**src/rtl/cell_guard_pkg.sv**
```systemverilog
package cell_guard_pkg;

  typedef enum logic [1:0] {
    CG_SLEEP  = 2'd0,
    CG_WINDOW = 2'd1,
    CG_GUARD  = 2'd2,
    CG_NORMAL = 2'd3
  } cg_state_e;

  typedef enum logic {
    PH_COUNT = 1'b0,
    PH_SPACE = 1'b1
  } cg_phase_e;

  function automatic int unsigned cg_max(input int unsigned a, input int unsigned b);
    return (a > b) ? a : b;
  endfunction

endpackage

```
**src/rtl/cg_down_cnt.sv**
```systemverilog
module cg_down_cnt #(
  parameter int unsigned LOAD_VAL = 8
) (
  input  logic clk,
  input  logic rst_n,
  input  logic load,
  input  logic dec,
  output logic zero
);
  localparam int unsigned W = (LOAD_VAL < 1) ? 1 : $clog2(LOAD_VAL + 1);
  localparam logic [W-1:0] INIT = W'(LOAD_VAL);

  logic [W-1:0] cnt_q;

  always_ff @(posedge clk or negedge rst_n) begin
    if (!rst_n)                   cnt_q <= INIT;
    else if (load)                cnt_q <= INIT;
    else if (dec && cnt_q != '0)  cnt_q <= cnt_q - W'(1);
  end

  assign zero = (cnt_q == '0);
endmodule

```
**src/rtl/cg_release.sv**
```systemverilog
module cg_release
  import cell_guard_pkg::*;
#(
  parameter int unsigned REL_TICKS = 2000,
  parameter int unsigned GAP_TICKS = 120
) (
  input  logic clk,
  input  logic rst_n,
  input  logic active,
  input  logic tick,
  input  logic cells_ok,
  input  logic single_shot,
  output logic release_o
);
  cg_phase_e phase_q;
  logic counting;
  logic rel_zero, gap_zero;
  logic rel_load, rel_dec, gap_load, gap_dec;

  assign counting = (phase_q == PH_COUNT);

  assign rel_load = !active
                  || (counting && !cells_ok)
                  || (!counting && gap_zero && !cells_ok);
  assign rel_dec  = active && counting && cells_ok && tick;
  assign gap_load = !active || counting;
  assign gap_dec  = active && !counting && tick;

  cg_down_cnt #(.LOAD_VAL(REL_TICKS)) u_rel_cnt (
    .clk  (clk),
    .rst_n(rst_n),
    .load (rel_load),
    .dec  (rel_dec),
    .zero (rel_zero)
  );

  cg_down_cnt #(.LOAD_VAL(GAP_TICKS)) u_gap_cnt (
    .clk  (clk),
    .rst_n(rst_n),
    .load (gap_load),
    .dec  (gap_dec),
    .zero (gap_zero)
  );

  always_ff @(posedge clk or negedge rst_n) begin
    if (!rst_n)                                             phase_q <= PH_COUNT;
    else if (!active)                                       phase_q <= PH_COUNT;
    else if (counting && cells_ok && rel_zero && !single_shot) phase_q <= PH_SPACE;
    else if (!counting && gap_zero)                         phase_q <= PH_COUNT;
  end

  assign release_o = active && cells_ok &&
                     ((counting && rel_zero && single_shot) || (!counting && gap_zero));
endmodule

```
**src/rtl/cg_fet_ctrl.sv**
```systemverilog
module cg_fet_ctrl (
  input  logic clk,
  input  logic rst_n,
  input  logic wr_open,
  input  logic wr_chg,
  input  logic wr_dsg,
  input  logic wr_data,
  input  logic chg_en,
  input  logic chg_allow,
  input  logic dsg_allow,
  output logic chg_fet,
  output logic dsg_fet
);
  logic chg_bit_q, dsg_bit_q;

  always_ff @(posedge clk or negedge rst_n) begin
    if (!rst_n) begin
      chg_bit_q <= 1'b0;
      dsg_bit_q <= 1'b0;
    end else if (wr_open) begin
      if (wr_chg) chg_bit_q <= wr_data;
      if (wr_dsg) dsg_bit_q <= wr_data;
    end
  end

  assign chg_fet = chg_bit_q && chg_en && chg_allow;
  assign dsg_fet = dsg_bit_q && chg_en && dsg_allow;
endmodule

```
**src/rtl/cell_guard_seq.sv**
```systemverilog
module cell_guard_seq
  import cell_guard_pkg::*;
#(
  parameter int unsigned REL_TICKS     = 2000,
  parameter int unsigned GAP_TICKS     = 120,
  parameter int unsigned WIN_A_TICKS   = 1000,
  parameter int unsigned WIN_B_TICKS   = 500,
  parameter int unsigned WIN_PAD_TICKS = 200,
  parameter int unsigned MON_W         = 3
) (
  input  logic             clk,
  input  logic             rst_n,
  input  logic             ms_tick,
  input  logic             wake_ok,
  input  logic             cells_ok,
  input  logic             chg_en,
  input  logic             uv_trip,
  input  logic [MON_W-1:0] mon_sel,
  input  logic             wr_chg,
  input  logic             wr_dsg,
  input  logic             wr_data,
  output logic             chg_fet,
  output logic             dsg_fet,
  output logic             reg_en,
  output logic             spi_en,
  output logic             prot_mode,
  output logic             asleep,
  output logic             win_busy
);
  localparam int unsigned WIN_TICKS = cg_max(WIN_A_TICKS, WIN_B_TICKS) + WIN_PAD_TICKS;

  cg_state_e state_q, state_d;
  logic in_sleep, in_window, in_guard, in_normal;
  logic win_zero, rel_fire, mon_any, win_dec, ctl_open;

  assign in_sleep  = (state_q == CG_SLEEP);
  assign in_window = (state_q == CG_WINDOW);
  assign in_guard  = (state_q == CG_GUARD);
  assign in_normal = (state_q == CG_NORMAL);
  assign mon_any   = |mon_sel;
  assign win_dec   = in_window && ms_tick;
  assign ctl_open  = in_guard || in_normal;

  cg_down_cnt #(.LOAD_VAL(WIN_TICKS)) u_win_cnt (
    .clk  (clk),
    .rst_n(rst_n),
    .load (in_sleep),
    .dec  (win_dec),
    .zero (win_zero)
  );

  cg_release #(.REL_TICKS(REL_TICKS), .GAP_TICKS(GAP_TICKS)) u_release (
    .clk        (clk),
    .rst_n      (rst_n),
    .active     (in_guard),
    .tick       (ms_tick),
    .cells_ok   (cells_ok),
    .single_shot(mon_any),
    .release_o  (rel_fire)
  );

  always_comb begin
    state_d = state_q;
    unique case (state_q)
      CG_SLEEP:  if (wake_ok) state_d = CG_WINDOW;
      CG_WINDOW: begin
        if (!wake_ok)     state_d = CG_SLEEP;
        else if (win_zero) state_d = CG_GUARD;
      end
      CG_GUARD: begin
        if (!wake_ok)     state_d = CG_SLEEP;
        else if (rel_fire) state_d = CG_NORMAL;
      end
      CG_NORMAL: if (uv_trip) state_d = CG_GUARD;
      default:   state_d = CG_SLEEP;
    endcase
  end

  always_ff @(posedge clk or negedge rst_n) begin
    if (!rst_n) state_q <= CG_SLEEP;
    else        state_q <= state_d;
  end

  cg_fet_ctrl u_fet (
    .clk      (clk),
    .rst_n    (rst_n),
    .wr_open  (ctl_open),
    .wr_chg   (wr_chg),
    .wr_dsg   (wr_dsg),
    .wr_data  (wr_data),
    .chg_en   (chg_en),
    .chg_allow(ctl_open),
    .dsg_allow(in_normal),
    .chg_fet  (chg_fet),
    .dsg_fet  (dsg_fet)
  );

  assign reg_en    = !in_sleep;
  assign spi_en    = !in_sleep;
  assign prot_mode = !in_normal;
  assign asleep    = in_sleep;
  assign win_busy  = in_window;
endmodule

```
**config.mk**
```make
export PLATFORM = sky130hd
export DESIGN_NAME = cell_guard_seq
export DESIGN_NICKNAME = d
export VERILOG_FILES = /design/src/rtl/cell_guard_pkg.sv /design/src/rtl/cg_down_cnt.sv /design/src/rtl/cg_release.sv /design/src/rtl/cg_fet_ctrl.sv /design/src/rtl/cell_guard_seq.sv
export SDC_FILE = /design/constraint.sdc
export NUM_CORES = 1
export LEC_CHECK = 0
export ABC_AREA = 1
export BUFFER_PORTS_ARGS = -buffer_cell sky130_fd_sc_hd__clkbuf_2
export CORE_MARGIN = 2
export CORE_UTILIZATION = 62
export CTS_CLUSTER_SIZE = 10
export DETAILED_ROUTE_END_ITERATION = 7
export HOLD_SLACK_MARGIN = 0.06
export PLACE_DENSITY = 0.84
export RECOVER_POWER = 25
export SYNTH_ARGS = -nofsm -noshare
export SYNTH_HDL_FRONTEND = slang
export SYNTH_SLANG_ARGS = --single-unit
```
**constraint.sdc**
```tcl
create_clock -name clk -period 2.8 [get_ports clk]
set_input_delay 0.42 -clock clk [delete_from_list [all_inputs] [get_ports clk]]
set_output_delay 0.42 -clock clk [all_outputs]
set_load 0.02 [all_outputs]
```
**Word level (Yosys, flattened, before mapping)**

Cells that the tools add are included.

- Add/subtract/negate cells: 3
- Equal/unequal tests: 8
- Multiplexer cells: 16
- Bitwise gates (word level): 1
- Reduce and logical (&&, ||, !) cells: 47

Operators with widths:

| kind | number |
|---|---|
| $mux W11 | 4 |
| $logic_and A1 B1 Y1 | 23 |
| $logic_not A11 Y1 | 2 |
| $reduce_bool A11 Y1 | 2 |
| $sub A11 B1 Y11 const B | 2 |
| $mux W7 | 2 |
| $mux W2 | 6 |
| $pmux W2 S4 | 1 |
| $logic_not A7 Y1 | 1 |
| $reduce_bool A7 Y1 | 1 |
| $sub A7 B1 Y7 const B | 1 |
| $ne A3 B2 Y1 const B | 2 |
| $reduce_bool A2 Y1 | 3 |
| $logic_not A1 Y1 | 5 |
| $logic_or A1 B1 Y1 | 5 |
| $eq A2 B2 Y1 const B | 2 |
| $ne A2 B2 Y1 const B | 2 |
| $reduce_and A2 Y1 | 2 |
| $reduce_and A4 Y1 | 1 |
| $mux W1 | 3 |
| $ne A3 B1 Y1 const B | 1 |
| $reduce_or A3 Y1 | 1 |
| $eq A2 B1 Y1 const B | 1 |
| $logic_not A2 Y1 | 1 |
| $not A1 Y1 | 1 |

- Register bits: 34
- Input port bits: 13
- Output and inout bits: 7
- Logic and storage cells: 82

**Logic depth before layout (Yosys ltp)**

Gate-level depths: netlist of run 1.

- Depth in word-level cells: 8
- Mapped depth: 12
- Gate-level depth less buffers: 12

**Cells and area by module**

A second synthesis of run 1 with hierarchy kept.

- Cells, all modules: 325
- Area total of the unflattened synthesis: 2349.8 um^2

Modules (own cells, without submodules):

| module | times used | cells an instance | area each (um^2) | sequential area each (um^2) |
|---|---|---|---|---|
| cg_down_cnt (u_release.u_rel_cnt) | 1 | 98 | 743.2 | 282.8 |
| cg_down_cnt (u_win_cnt) | 1 | 97 | 719.4 | 280.3 |
| cg_down_cnt (u_release.u_gap_cnt) | 1 | 62 | 485.5 | 180.2 |
| cell_guard_seq | 1 | 34 | 197.7 | 50.0 |
| cg_fet_ctrl | 1 | 16 | 105.1 | 50.0 |
| cg_release | 1 | 18 | 98.8 | 25.0 |

**Least setup slack after synthesis of run 1**

Ideal clock, no wire load.

- Kind: register to output
- Start: register state_q[1]
- End: output asleep
- Arrival time: 1.037 ns
- Required time: 2.380 ns
- Setup slack: 1.343 ns
- Cell stages (with the launch flop): 5
- Path buffers: 1
- Cell sequence: dfrtp_1 buf_6 inv_2 nand2_1 inv_2

- Cells in the longest elaborated chain, start to end: 1

RTL lines:

| what | RTL line | RTL |
|---|---|---|
| start, declared | cell_guard_seq.sv:32 | `cg_state_e state_q, state_d;` |
| start signal, assigned | cell_guard_seq.sv:81 | `else state_q <= state_d;` |
| $logic_not A2 Y1 | cell_guard_seq.sv:36 | `assign in_sleep = (state_q == CG_SLEEP);` |
| end, declared | cell_guard_seq.sv:27 | `output logic asleep,` |

No other way between the ends.

**Worst setup path in the final report of run 1**

Ends and elaborated chain as after synthesis.

==> results.sh, run 1 <==
export IMPL_status="finished, violations left"
export IMPL_violations="capacitance limit, slew limit"
export IMPL_worstPathRequired_ns=2.38
export IMPL_switchingPower_mw=0.7171
export IMPL_synth_xor_area_share=0.03359
export IMPL_power_mw=1.660
export IMPL_synth_compound_area_frac=0.09718
export IMPL_worstSetupEndpointType="primary output"
export IMPL_clkSlewWorstSetupHoldPaths_ns=0.09
export IMPL_area_growth_pct=8.638
export IMPL_p_seq_frac=0.403
export IMPL_grt_setup_unrepaired="false"
export IMPL_final_common_cell="nand2_1"
export IMPL_leakagePower_nw=1.085
export IMPL_antenna_found_initial=0
export IMPL_holdPathStages=2
export IMPL_htreeDepth=2
export IMPL_min_path_type="in2reg"
export IMPL_numCtsBuffers=5
export IMPL_arrival_ns=1.56
export IMPL_grt_pass1_vias=1661
export IMPL_clock_latency_ns=0.34
export IMPL_syn_inst=268
export IMPL_maxSlewViolCount=35
export IMPL_r2r_worst_path_cells=10
export IMPL_drc_errors=0
export IMPL_crit_type="reg2out"
export IMPL_fin_nets=310
export IMPL_hold_buffers=0
export IMPL_synth_nets=287
export IMPL_fin_crit_sh=0.7073
export IMPL_synthSimpleGateAreaFrac=0.3353
export IMPL_place_area_um2=2208
export IMPL_muxShareOfSynthArea=0
export IMPL_dr_pass1_iters=4
export IMPL_cts_resized=0
export IMPL_viasPerCell=5.207
export IMPL_routedWlPerCell_um=11.44
export IMPL_max_freq_ghz=0.5050
export IMPL_die_area_um2=3844
export IMPL_clockPowerShare=0.172
export IMPL_coreArea_um2=3284
export IMPL_grt_overflow_total=0
export IMPL_seq_area_frac_synth=0.4163
export IMPL_tightest_slew_ns=1.741
export IMPL_grt_start_max_net_pins=35
export IMPL_yosysWarningCount=0
export IMPL_drive_above_1_share=0.2397
export IMPL_gp_congestion=0.9081
export IMPL_final_cell_count_no_fill=338
export IMPL_combPwrFrac=0.425
export IMPL_avgSynthCellArea_um2=7.783
export IMPL_grtUsageTotal=0.2385
export IMPL_switching_share=0.4320
export IMPL_root_buffer="clkbuf_4"
export IMPL_io_buffers=19
export IMPL_setup_tns_final_ns=0
export IMPL_vdd_drop_max_mv=0.3302
export IMPL_hpwl_um=2957
export IMPL_synthesis_area_um2=2086
export IMPL_cp_start_kind="register"
export IMPL_p_int_mw=0.9427
export IMPL_start_util=0.6350
export IMPL_die_h_um=62
export IMPL_p_per_area_nw_per_um2=732.5
export IMPL_drt_wl_total_um=3867
export IMPL_fin_skew_ns=0.008884
export IMPL_relSlewSlack=-0.1604
export IMPL_finish_instance_area_um2=2266
export IMPL_cp_max_fo=10
export IMPL_synth_adder_area_share=0.03599
export IMPL_synth_seq_cells=34
export IMPL_postRouteAntennaNets=0
export IMPL_final_cell_mix="nand2_1, nor2_1, inv_1, nand3_1, dfrtp_1"
export IMPL_boundaryPins=20
export IMPL_finalSetupViolCount=0
export IMPL_diodes=0
export IMPL_vias=1760
export IMPL_n_fill_cell=285
export IMPL_post_cts_buffers=0
export IMPL_placementRows=21
export IMPL_grt_pass1_wl_um=6665
export IMPL_synth_distinct_cells=38
export IMPL_cts_sinks=34
export IMPL_fp_dieW_um=62
export IMPL_cts_buffer_depth=2
export IMPL_cts_tree="built"
export IMPL_synth_top_family_by_area="simple AND/OR/NAND/NOR gates"
export IMPL_hold_violations=0
export IMPL_drt_iter0_markers=102
export IMPL_cap_violations=1
export IMPL_dp_cells=330
export IMPL_post_route_min_period_ns=1.980
-- final cells by class --
class                   count  area [µm²]  share of cell area
multi-input cells         194        1047              0.4622
well taps                  46       57.56             0.02540
repair buffers             19       93.84             0.04141
inverters                  37       140.1             0.06184
flip-flops and latches     34       868.3              0.3832
clock buffers               8       58.81             0.02595
-- metal layers --
metal  vias up  global-route usage  part of all wire
met4         0             0.09422             0.016
met1       827              0.2806              0.47
met5         -                   0                 0
met2        23              0.4092              0.48
met3         6             0.06832             0.033
li1        904                   -                 -
-- registers in the layout (all words and copies together), names as in the netlist --
register	count
u_fet.dsg_bit_q	1
u_win_cnt.cnt_q	11
state_q	2
u_release.phase_q	1
u_fet.chg_bit_q	1
u_release.u_gap_cnt.cnt_q	7
u_release.u_rel_cnt.cnt_q	11
-- power by group through the flow --
stage | combinational (mW) | clock (mW) | sequential (mW)
5_1_grt | 0.813 | 0.312 | 0.685
3_3_place_gp | 0.695 | 0 | 0.674
3_5_place_dp | 0.708 | 0 | 0.680
2_1_floorplan | 0.598 | 0 | 0.649
6_report | 0.705 | 0.285 | 0.670
4_1_cts | 0.711 | 0.291 | 0.670
-- path summary, 6_finish.rpt --
kind                                    start                  end  slack (ns)
hold / removal                         wr_dsg      u_fet.dsg_bit_q        0.28
setup reg to reg           u_win_cnt.cnt_q[0]  u_win_cnt.cnt_q[10]        1.01
max in group asynchronous               rst_n    u_release.phase_q        1.28
min in group asynchronous               rst_n   u_win_cnt.cnt_q[9]        0.52
setup / recovery                   state_q[1]               asleep        0.82
hold reg to reg            u_win_cnt.cnt_q[7]   u_win_cnt.cnt_q[7]        0.49
-- cell usage after synthesis (all sizes together) --
cell type | n | share of area
nand3 | 25 | 0.071
nor2b | 1 | 0.0030
o211ai | 1 | 0.0036
nor3b | 1 | 0.0036
and2 | 1 | 0.0030
o41ai | 1 | 0.0042
nand3b | 3 | 0.011
dfstp | 14 | 0.18
nand4 | 2 | 0.0060
dfrtp | 20 | 0.24
nor3 | 4 | 0.0096
or2 | 3 | 0.0090
nand2 | 66 | 0.13
a21boi | 2 | 0.0072
clkinv | 1 | 0.0024
a31oi | 2 | 0.0060
ha | 6 | 0.036
o21ai | 16 | 0.038
o22ai | 3 | 0.0090
inv | 36 | 0.065
xor2 | 7 | 0.029
o31ai | 2 | 0.0096
buf | 3 | 0.014
a21oi | 8 | 0.019
xnor2 | 1 | 0.0042
nor2 | 39 | 0.090
-- per-stage QoR --
stage | hold WS, ns | util | setup slack [ns]
CTS | 0.1725 | 0.6903 | 0.7932
detailed placement | 0.4765 | 0.6724 | 1.036
floorplan | 0.1244 | - | 1.343
global placement | 0.4568 | 0.6724 | 1.105
global route | 0.2823 | 0.6899 | 0.6738
finish | 0.2789 | 0.6899 | 0.8197
-- critical path: stages, from the launching register on --
cell and delay, ns:
dfrtp_1 0.49, inv_2 0.11, nand2_1 0.16, inv_2 0.24, clkbuf_2 0.21
-- cell families (layout without fill, tap and decap cells) --
kind of cell    count (synthesis)  count (layout)
fa+ha+maj                       6               6
buf+inv                        40              64
compound gates                 35              35
xor+xnor                        8               8
flops                          34              34
simple gates                  145             145
Power figures use the tool's default switching activity.
==> run 2, diff against run 1 <==
--- a/config.mk
+++ b/config.mk
@@ -8,11 +8,11 @@
 export ABC_AREA = 1
 export BUFFER_PORTS_ARGS = -buffer_cell sky130_fd_sc_hd__clkbuf_2
 export CORE_MARGIN = 2
-export CORE_UTILIZATION = 62
+export CORE_UTILIZATION = 53
 export CTS_CLUSTER_SIZE = 10
 export DETAILED_ROUTE_END_ITERATION = 7
 export HOLD_SLACK_MARGIN = 0.06
-export PLACE_DENSITY = 0.84
+export PLACE_DENSITY = 0.76
 export RECOVER_POWER = 25
 export SYNTH_ARGS = -nofsm -noshare
 export SYNTH_HDL_FRONTEND = slang
==> constraint.sdc (replaced) <==
create_clock -name clk -period 1.8 [get_ports clk]
set_input_delay 0.27 -clock clk [delete_from_list [all_inputs] [get_ports clk]]
set_output_delay 0.27 -clock clk [all_outputs]
set_load 0.02 [all_outputs]
==> results.sh, run 2 (synthesis gave the netlist of run 1 again) <==
export IMPL_status="finished clean"
export IMPL_grt_pass1_wl_um=7272
export IMPL_drc_errors=0
export IMPL_p_int_mw=1.694
export IMPL_multiInputGateArea_um2=1057
export IMPL_boundaryPins=20
export IMPL_worstPathRequired_ns=1.53
export IMPL_numCtsBuffers=5
export IMPL_cp_max_fo=8
export IMPL_tightest_slew_ns=0.8261
export IMPL_place_area_um2=2233
export IMPL_dpl_worst_slack_ns=0.1611
export IMPL_root_buffer="clkbuf_8"
export IMPL_switchingPower_mw=1.173
export IMPL_fp_dieW_um=66.73
export IMPL_hpwl_um=2910
export IMPL_holdPathEnd="u_fet.chg_bit_q"
export IMPL_final_common_cell="nand2_1"
export IMPL_seqCellArea_um2=868.3
export IMPL_drive_above_1_share=0.2568
export IMPL_grt_overflow_total=0
export IMPL_maxSlewViolCount=0
export IMPL_cts_buffer_depth=2
export IMPL_die_area_um2=4453
export IMPL_io_buffers=19
export IMPL_grtUsageTotal=0.2173
export IMPL_fin_crit_sh=0.9283
export IMPL_fin_util=0.6360
export IMPL_cp_start_kind="register"
export IMPL_dr_pass1_iters=4
export IMPL_top_regs="u_release.u_rel_cnt.cnt_q: 11 flops, u_win_cnt.cnt_q: 11 flops, u_release.u_gap_cnt.cnt_q: 7 flops"
export IMPL_p_seq_frac=0.366
export IMPL_post_cts_buffers=0
export IMPL_vias=1767
export IMPL_grt_setup_unrepaired="false"
export IMPL_fin_skew_ns=0.004757
export IMPL_viasPerCell=5.137
export IMPL_switching_share=0.4091
export IMPL_hold_violations=0
export IMPL_relSlewSlack=0.4493
export IMPL_worstSetupEndpointType="primary output"
export IMPL_vdd_drop_max_mv=0.8708
export IMPL_layout_setup_ws_ns=0.1290
export IMPL_r2r_worst_path_cells=6
export IMPL_arrival_ns=1.40
export IMPL_routedWlPerCell_um=11.86
export IMPL_htreeDepth=2
export IMPL_min_path_type="in2reg"
export IMPL_regToRegSetupSlack_ns=0.18
export IMPL_finalSetupViolCount=0
export IMPL_placementRows=22
export IMPL_cts_sinks=34
export IMPL_drt_wl_total_um=4081
export IMPL_n_fill_cell=326
export IMPL_cts_tree="built"
export IMPL_combPwrFrac=0.404
export IMPL_antenna_found_initial=0
export IMPL_clkSlewWorstSetupHoldPaths_ns=0.07
export IMPL_r2r_start="state_q[1]"
export IMPL_clock_latency_ns=0.29
export IMPL_cap_violations=0
export IMPL_setup_tns_final_ns=0
export IMPL_fin_nets=314
export IMPL_drt_iter0_markers=148
export IMPL_final_cell_mix="nand2_1, nor2_1, inv_1, nand3_1"
export IMPL_start_util=0.5613
export IMPL_gp_congestion=0.9022
export IMPL_grt_start_max_net_pins=35
export IMPL_hp_start="wr_chg"
export IMPL_crit_type="reg2out"
export IMPL_coreArea_um2=3716
export IMPL_diodes=0
export IMPL_post_route_min_period_ns=1.671
export IMPL_die_h_um=66.73
export IMPL_leakagePower_nw=1.134
export IMPL_clockPowerShare=0.230
export IMPL_area_growth_pct=13.32
export IMPL_holdPathStages=2
export IMPL_max_freq_ghz=0.5985
export IMPL_timing_rr_end="u_release.u_rel_cnt.cnt_q[2]"
export IMPL_postRouteAntennaNets=0
export IMPL_grt_pass1_vias=1744
export IMPL_finish_instance_area_um2=2364
export IMPL_p_per_area_nw_per_um2=1213
==> run 2: power by group through the flow <==
stage / Sequential [mW] / Clock, mW / Combinational (mW)
2_1_floorplan: 1.01 / 0 / 0.930
3_3_place_gp: 1.05 / 0 / 1.11
3_5_place_dp: 1.06 / 0 / 1.13
4_1_cts: 1.05 / 0.679 / 1.15
5_1_grt: 1.07 / 0.715 / 1.33
6_report: 1.05 / 0.660 / 1.16
==> run 2: what timing repair did <==
action | 4_1_cts | 5_1_grt
hold buffers | 1 | 0
gates resized for setup | 0 | 3
setup endpoints to repair | 0 | 2
endpoints found under the hold margin | 20 | 0
==> run 2: cell type report <==
type	instances	share of cell area
clock buffer	8	0.04659
tap	48	0.02541
inverter	37	0.06035
sequential	34	0.3674
timing repair buffer	23	0.05294
multi-input combinational	194	0.4473
==> run 2: worst max-delay path by stage <==
stage / to / start / slack [ns]
2_1_floorplan: u_win_cnt.cnt_q[9] / u_win_cnt.cnt_q[0] / 0.36
3_3_place_gp: u_win_cnt.cnt_q[5] / u_win_cnt.cnt_q[0] / 0.25
3_5_place_dp: u_release.u_rel_cnt.cnt_q[2] / u_release.u_gap_cnt.cnt_q[0] / 0.16
4_1_cts: asleep / state_q[1] / 0.07
5_1_grt: u_release.u_rel_cnt.cnt_q[2] / u_release.u_gap_cnt.cnt_q[0] / 0.01
6_report: spi_en / state_q[1] / 0.13
==> run 2: through the flow <==
step / hold WS, ns / power (mW) / instances
after floorplan: -0.02559 / 1.940 / 268
after global placement: 0.3234 / 2.160 / 335
after detailed placement: 0.3246 / 2.188 / 335
after CTS: 0.1816 / 2.873 / 344
after global routing: 0.1872 / 3.110 / 344
final: 0.1908 / 2.867 / 344
==> run 2: layer usage <==
layer	track usage	vias to the layer above	routed length [µm]
li1	-	914	-
met1	0.2759	810	1947
met2	0.3438	36	1915
met3	0.05236	7	149
met4	0.1097	0	68
met5	0	-	0
==> run 2: worst max-delay path: stages (launching register included) <==
cell and delay (ns):
dfrtp_1 0.54, inv_2 0.09, nand2_1 0.17, buf_4 0.16, clkbuf_2 0.16
